**config.mk**
```make
export PLATFORM = sky130hd
export DESIGN_NAME = frame_seq
export DESIGN_NICKNAME = d
export VERILOG_FILES = /design/src/rtl/frame_seq_pkg.sv /design/src/rtl/frame_seq_crc.sv /design/src/rtl/frame_seq_idx.sv /design/src/rtl/frame_seq.sv
export SDC_FILE = /design/constraint.sdc
export NUM_CORES = 1
export LEC_CHECK = 0
export ABC_AREA = 1
export BUFFER_PORTS_ARGS = -buffer_cell sky130_fd_sc_hd__buf_4
export CORE_MARGIN = 2
export CORE_UTILIZATION = 61
export CTS_CLUSTER_DIAMETER = 30
export DETAILED_ROUTE_END_ITERATION = 7
export GPL_TIMING_DRIVEN = 1
export MAX_ROUTING_LAYER = met4
export PLACE_DENSITY = 0.8
export SYNTH_ARGS = -nofsm -noshare
export SYNTH_HDL_FRONTEND = slang
export SYNTH_SLANG_ARGS = --single-unit
```
**constraint.sdc**
```tcl
create_clock -name clk -period 2.2 [get_ports clk]
set_input_delay 0.33 -clock clk [delete_from_list [all_inputs] [get_ports clk]]
set_output_delay 0.33 -clock clk [all_outputs]
set_load 0.05 [all_outputs]
```
**src/rtl/frame_seq_pkg.sv**
```systemverilog
package frame_seq_pkg;

  typedef enum logic [1:0] {
    BT_NONE  = 2'b00,
    BT_HDR   = 2'b01,
    BT_INTER = 2'b10,
    BT_LAST  = 2'b11
  } blk_type_e;

  typedef enum logic [1:0] {
    ST_IDLE,
    ST_HDR,
    ST_BODY
  } seq_state_e;

  // One byte through an MSB-first CRC-16 shift register.
  function automatic logic [15:0] crc16_step(input logic [15:0] crc,
                                             input logic [7:0]  din,
                                             input logic [15:0] poly);
    logic [15:0] c;
    c = crc ^ {din, 8'h00};
    for (int i = 0; i < 8; i++) begin
      c = c[15] ? ((c << 1) ^ poly) : (c << 1);
    end
    return c;
  endfunction

endpackage

```
**src/rtl/frame_seq_crc.sv**
```systemverilog
module frame_seq_crc #(
  parameter logic [15:0] POLY = 16'h1021,
  parameter logic [15:0] INIT = 16'hFFFF
) (
  input  logic        clk,
  input  logic        rst_n,
  input  logic        clr_i,
  input  logic        upd_i,
  input  logic [7:0]  din_i,
  output logic [15:0] crc_nxt_o
);
  import frame_seq_pkg::*;

  logic [15:0] crc_q;

  assign crc_nxt_o = crc16_step(crc_q, din_i, POLY);

  always_ff @(posedge clk or negedge rst_n) begin
    if (!rst_n)      crc_q <= INIT;
    else if (clr_i)  crc_q <= INIT;
    else if (upd_i)  crc_q <= crc_nxt_o;
  end
endmodule

```
**src/rtl/frame_seq_idx.sv**
```systemverilog
module frame_seq_idx #(
  parameter int BLK_BYTES = 12,
  localparam int IW = $clog2(BLK_BYTES)
) (
  input  logic          clk,
  input  logic          rst_n,
  input  logic          clr_i,
  input  logic          inc_i,
  output logic [IW-1:0] idx_o,
  output logic          at_end_o
);
  logic [IW-1:0] idx_q;

  assign idx_o    = idx_q;
  assign at_end_o = (idx_q == IW'(BLK_BYTES - 1));

  always_ff @(posedge clk or negedge rst_n) begin
    if (!rst_n)                  idx_q <= '0;
    else if (clr_i)              idx_q <= '0;
    else if (inc_i && at_end_o)  idx_q <= '0;
    else if (inc_i)              idx_q <= idx_q + 1'b1;
  end
endmodule

```
**src/rtl/frame_seq.sv**
```systemverilog
module frame_seq #(
  parameter int          BLK_BYTES   = 12,
  parameter int          HDR_CNT_IDX = 2,
  parameter logic [15:0] CRC_POLY    = 16'h1021,
  parameter logic [15:0] CRC_INIT    = 16'hFFFF,
  localparam int         IW          = $clog2(BLK_BYTES)
) (
  input  logic       clk,
  input  logic       rst_n,
  input  logic       sof_i,
  input  logic       byte_vld_i,
  input  logic [7:0] byte_i,
  output logic [1:0] blk_type_o,
  output logic       blk_done_o,
  output logic [1:0] done_type_o,
  output logic       hdr_ok_o,
  output logic       hdr_err_o,
  output logic       frm_ok_o,
  output logic       frm_err_o
);
  import frame_seq_pkg::*;

  seq_state_e    state_q;
  logic [7:0]    cnt_tmp_q;
  logic [7:0]    rem_q;
  logic [IW-1:0] idx;
  logic          idx_end;
  logic [15:0]   crc1_nxt, crc2_nxt;

  // Named events
  logic take, in_hdr, in_body;
  logic hdr_end, hdr_pass, hdr_fail;
  logic body_end, last_blk, frm_end;

  assign in_hdr   = (state_q == ST_HDR);
  assign in_body  = (state_q == ST_BODY);
  assign take     = byte_vld_i && !sof_i && (in_hdr || in_body);
  assign hdr_end  = take && in_hdr && idx_end;
  assign hdr_pass = hdr_end && (crc1_nxt == 16'h0000);
  assign hdr_fail = hdr_end && (crc1_nxt != 16'h0000);
  assign last_blk = (rem_q == 8'd1);
  assign body_end = take && in_body && idx_end;
  assign frm_end  = body_end && last_blk;

  frame_seq_idx #(.BLK_BYTES(BLK_BYTES)) u_idx (
    .clk(clk), .rst_n(rst_n), .clr_i(sof_i), .inc_i(take),
    .idx_o(idx), .at_end_o(idx_end)
  );

  frame_seq_crc #(.POLY(CRC_POLY), .INIT(CRC_INIT)) u_crc_hdr (
    .clk(clk), .rst_n(rst_n), .clr_i(sof_i), .upd_i(take && in_hdr),
    .din_i(byte_i), .crc_nxt_o(crc1_nxt)
  );

  frame_seq_crc #(.POLY(CRC_POLY), .INIT(CRC_INIT)) u_crc_frm (
    .clk(clk), .rst_n(rst_n), .clr_i(hdr_pass), .upd_i(take && in_body),
    .din_i(byte_i), .crc_nxt_o(crc2_nxt)
  );

  always_ff @(posedge clk or negedge rst_n) begin
    if (!rst_n) begin
      state_q   <= ST_IDLE;
      cnt_tmp_q <= '0;
      rem_q     <= '0;
    end else begin
      if (take && in_hdr && idx == IW'(HDR_CNT_IDX)) cnt_tmp_q <= byte_i;
      if (sof_i)                      state_q <= ST_HDR;
      else if (hdr_fail)              state_q <= ST_IDLE;
      else if (hdr_pass)              state_q <= (cnt_tmp_q == 8'd0) ? ST_IDLE : ST_BODY;
      else if (frm_end)               state_q <= ST_IDLE;
      if (hdr_pass)                   rem_q <= cnt_tmp_q;
      else if (body_end && !last_blk) rem_q <= rem_q - 8'd1;
    end
  end

  always_ff @(posedge clk or negedge rst_n) begin
    if (!rst_n) begin
      blk_done_o  <= 1'b0;
      done_type_o <= BT_NONE;
      hdr_ok_o    <= 1'b0;
      hdr_err_o   <= 1'b0;
      frm_ok_o    <= 1'b0;
      frm_err_o   <= 1'b0;
    end else begin
      blk_done_o  <= hdr_end || body_end;
      done_type_o <= hdr_end ? BT_HDR : (body_end ? (last_blk ? BT_LAST : BT_INTER) : BT_NONE);
      hdr_ok_o    <= hdr_pass;
      hdr_err_o   <= hdr_fail;
      frm_ok_o    <= frm_end && (crc2_nxt == 16'h0000);
      frm_err_o   <= frm_end && (crc2_nxt != 16'h0000);
    end
  end

  always_comb begin
    unique case (state_q)
      ST_HDR:  blk_type_o = BT_HDR;
      ST_BODY: blk_type_o = last_blk ? BT_LAST : BT_INTER;
      default: blk_type_o = BT_NONE;
    endcase
  end
endmodule

```
==> results.yml <==
run_status:
  status: "completed"
pwr:
  power_leakage_uw: 0.00235
  cellPowerDensity_nw_per_um2: 718
  ir_worst_vdd_mv: 0.471
  power.total_uw: 3050
cells_and_area:
  final_util: 0.722
  final_cells: 620
  layout_commonest_cell: "nand2_1"
  fin_area_sq_um: 4250
  nNetsFinal: 558
  diodes: 0
  mostFrequentLayoutCells: "nand2_1, inv_1, nor2_1"
  syn_to_final_growth_pct: 15.3
  drive_above_1_share: 0.196
critical_path:
  crit_chain: "inv_2, nand2_1, nand2_1, nand2_1, nand2_2, nor2_1, nand2_1, nor2_4, buf_12, nand4_2, nand3_1, nand2_1"
  max_stage_delay_ps: 560
  start_kind: "register"
  critPathCaptureType: "register"
  worst-setup-path-type: "reg -> reg"
  worstPathArrival_ps: 2370
  crit_slowest_cell: "dfstp_2"
  cp.required_ps: 2430
  cpMostUsedCell: "nand2_1"
  worstPathMaxFanout: 7
place:
  post_dp_cell_area_sq_um: 3980
  dpl.cell_count: 601
  hpwl_mm: 6.37
  port_buffers: 20
  place.gp.congestion: 0.966
cts:
  htreeDepth: 3
  clk_latency_ps: 350
  cts_tree: "built"
  cts-buffers-inserted: 9
  hold_buffers: 0
  cts_root_buf: "clkbuf_8"
  clkSinkCount: 61
  clock_path_buffers: 2
  clk_pin_slew_ps: 70
yosys:
  ys_types: 32
  syn_area_sq_um: 3690
  syn-mean-instance-area_sq_um: 7.33
  yosysWarnings: 0
  postSynthCellCount: 503
  synth_area_leader_cell: "dfstp_2"
  syn_nets: 521
  netlist.area_leader.share: 0.228
  synth_area_leaders: "dfstp_2, dfrtp_1, nand2_1"
  synth-seq-area-share: 0.425
  ys_ff_latch: 61
floorplanning:
  start_util: 0.626
  rows: 28
  core-area_sq_um: 5890
  die_h_um: 81.7
  dieWidth_um: 81.7
  dieArea_sq_um: 6680
  pin_count: 21
flow_run:
  drv_cap: 0
sta:
  slew_viol_final: 0
  slew_headroom: 0.508
  finalClockSkew_ps: 10.5
  finalHoldViolCount: 0
  fmaxAchievable_ghz: 0.468
  timing.hold.ws_ps: 44.6
  fin_crit_ps: 2140
  worst_slew_pin_slew_ps: 738
  setup_viol: 0
  post-route-period-util: 0.971
global_routing:
  overflow: 0
  grt_use_total: 0.294
  grt_max_degree: 62
  grt_pass1_vias: 3146
  grt_first_pass_wirelength_mm: 14.3
  antenna_found_initial: 0
routing:
  drc: 0
  drtIter0Drc: 265
  num_vias: 3374
  ant_nets: 0
  via_per_inst: 5.44
  wl_per_cell_um: 14.8
  first_pass_iters: 5
  wl_mm: 9.19
min_path:
  hold_class: "in -> async"
[per-layer routing]
metal / global-route usage / vias up / part of all wire
met5: - / - / 0
met4: 0.112 / 0 / 0.026
met3: 0.0615 / 26 / 0.064
met2: 0.487 / 128 / 0.49
met1: 0.353 / 1556 / 0.42
li1: - / 1664 / -
[power by group]
group | internal [uW] | total, uW | leakage [uW] | switching [uW]
combinational | 218 | 662 | 0.00153 | 445
clock | 586 | 1030 | 0.0000959 | 447
sequential | 1270 | 1360 | 0.000724 | 90.4
total | 2070 | 3050 | 0.00235 | 983
[metrics by stage]
stage / setup TNS, ps / setup slack, ps
6_report: 0 / 64.6
3_3_place_gp: 0 / 119
5_1_grt: -761 / -123
4_1_cts: 0 / 59.4
2_1_floorplan: 0 / 8.44
3_5_place_dp: 0 / 71.9
[Yosys cell counts]
cell type	count
inv_2	10
nand2_1	188
buf_6	1
nor2_8	1
nor2_2	1
inv_1	59
nor2_1	35
nor2_4	2
o21a_1	1
dfrtp_1	29
nor4_1	2
a22oi_1	9
or2_0	1
o22ai_1	3
nor3_1	5
ha_1	6
nor3b_1	1
o21bai_1	1
nand4_4	1
clkbuf_1	5
buf_2	3
xor2_1	13
nor3_4	2
o211ai_1	1
nand3_1	24
nand4_1	10
o21ai_0	25
a21oi_1	13
nand2_2	5
dfstp_2	32
xnor2_1	12
o21ai_2	2
[logic make-up after synthesis]
| logic type | synth area share |
|---|---|
| DFF | 0.425 |
| xor gates and xnor gates | 0.0594 |
| and+or+nand+nor | 0.327 |
| buffers and inverters | 0.0825 |
| AOI/OAI and AO/OA | 0.0859 |
| adders and majority gates | 0.0204 |
[final cells by class]
class | count | area (sq um)
clock buffer | 13 | 159
inverter | 69 | 259
multi-input combinational | 366 | 1870
clock inverter | 3 | 45.0
timing repair buffer | 33 | 260
sequential | 61 | 1570
tap | 75 | 93.8
fill | 455 | 1640
[state kept, by name, summed over array words and instances, names as in the netlist]
| name | flops |
|---|---|
| blk_done_o | 1 |
| cnt_tmp_q | 8 |
| done_type_o | 2 |
| frm_err_o | 1 |
| frm_ok_o | 1 |
| hdr_err_o | 1 |
| hdr_ok_o | 1 |
| rem_q | 8 |
| state_q | 2 |
| u_crc_frm.crc_q | 16 |
| u_crc_hdr.crc_q | 16 |
| u_idx.idx_o | 4 |
[path summary, 6_finish.rpt]
check | startpoint | end | slack, ps | cells after the start
worst max register to register | u_crc_hdr.crc_q[15] | rem_q[6] | 60 | 12
worst min register to register | u_crc_hdr.crc_q[9] | u_crc_hdr.crc_q[9] | 480 | 2
min in group clk | byte_i[6] | cnt_tmp_q[6] | 280 | 3
worst max-delay path | u_crc_hdr.crc_q[15] | rem_q[6] | 60 | 12
worst min-delay path | rst_n | u_idx.idx_o[2] | 40 | 1
max in group asynchronous | rst_n | rem_q[2] | 1670 | 1
[worst max-delay path, delay by kind of cell, from the launching register on]
family	cells	cell delay, ps
and+or+nand+nor	10	1290
DFF	1	560
buffers and inverters	2	180
[repair_timing]
action | in CTS | in global routing
resized for setup | 0 | 5
buffers inserted | 0 | 1
endpoints found under the setup margin | 0 | 24
Power figures use the tool's default switching activity.
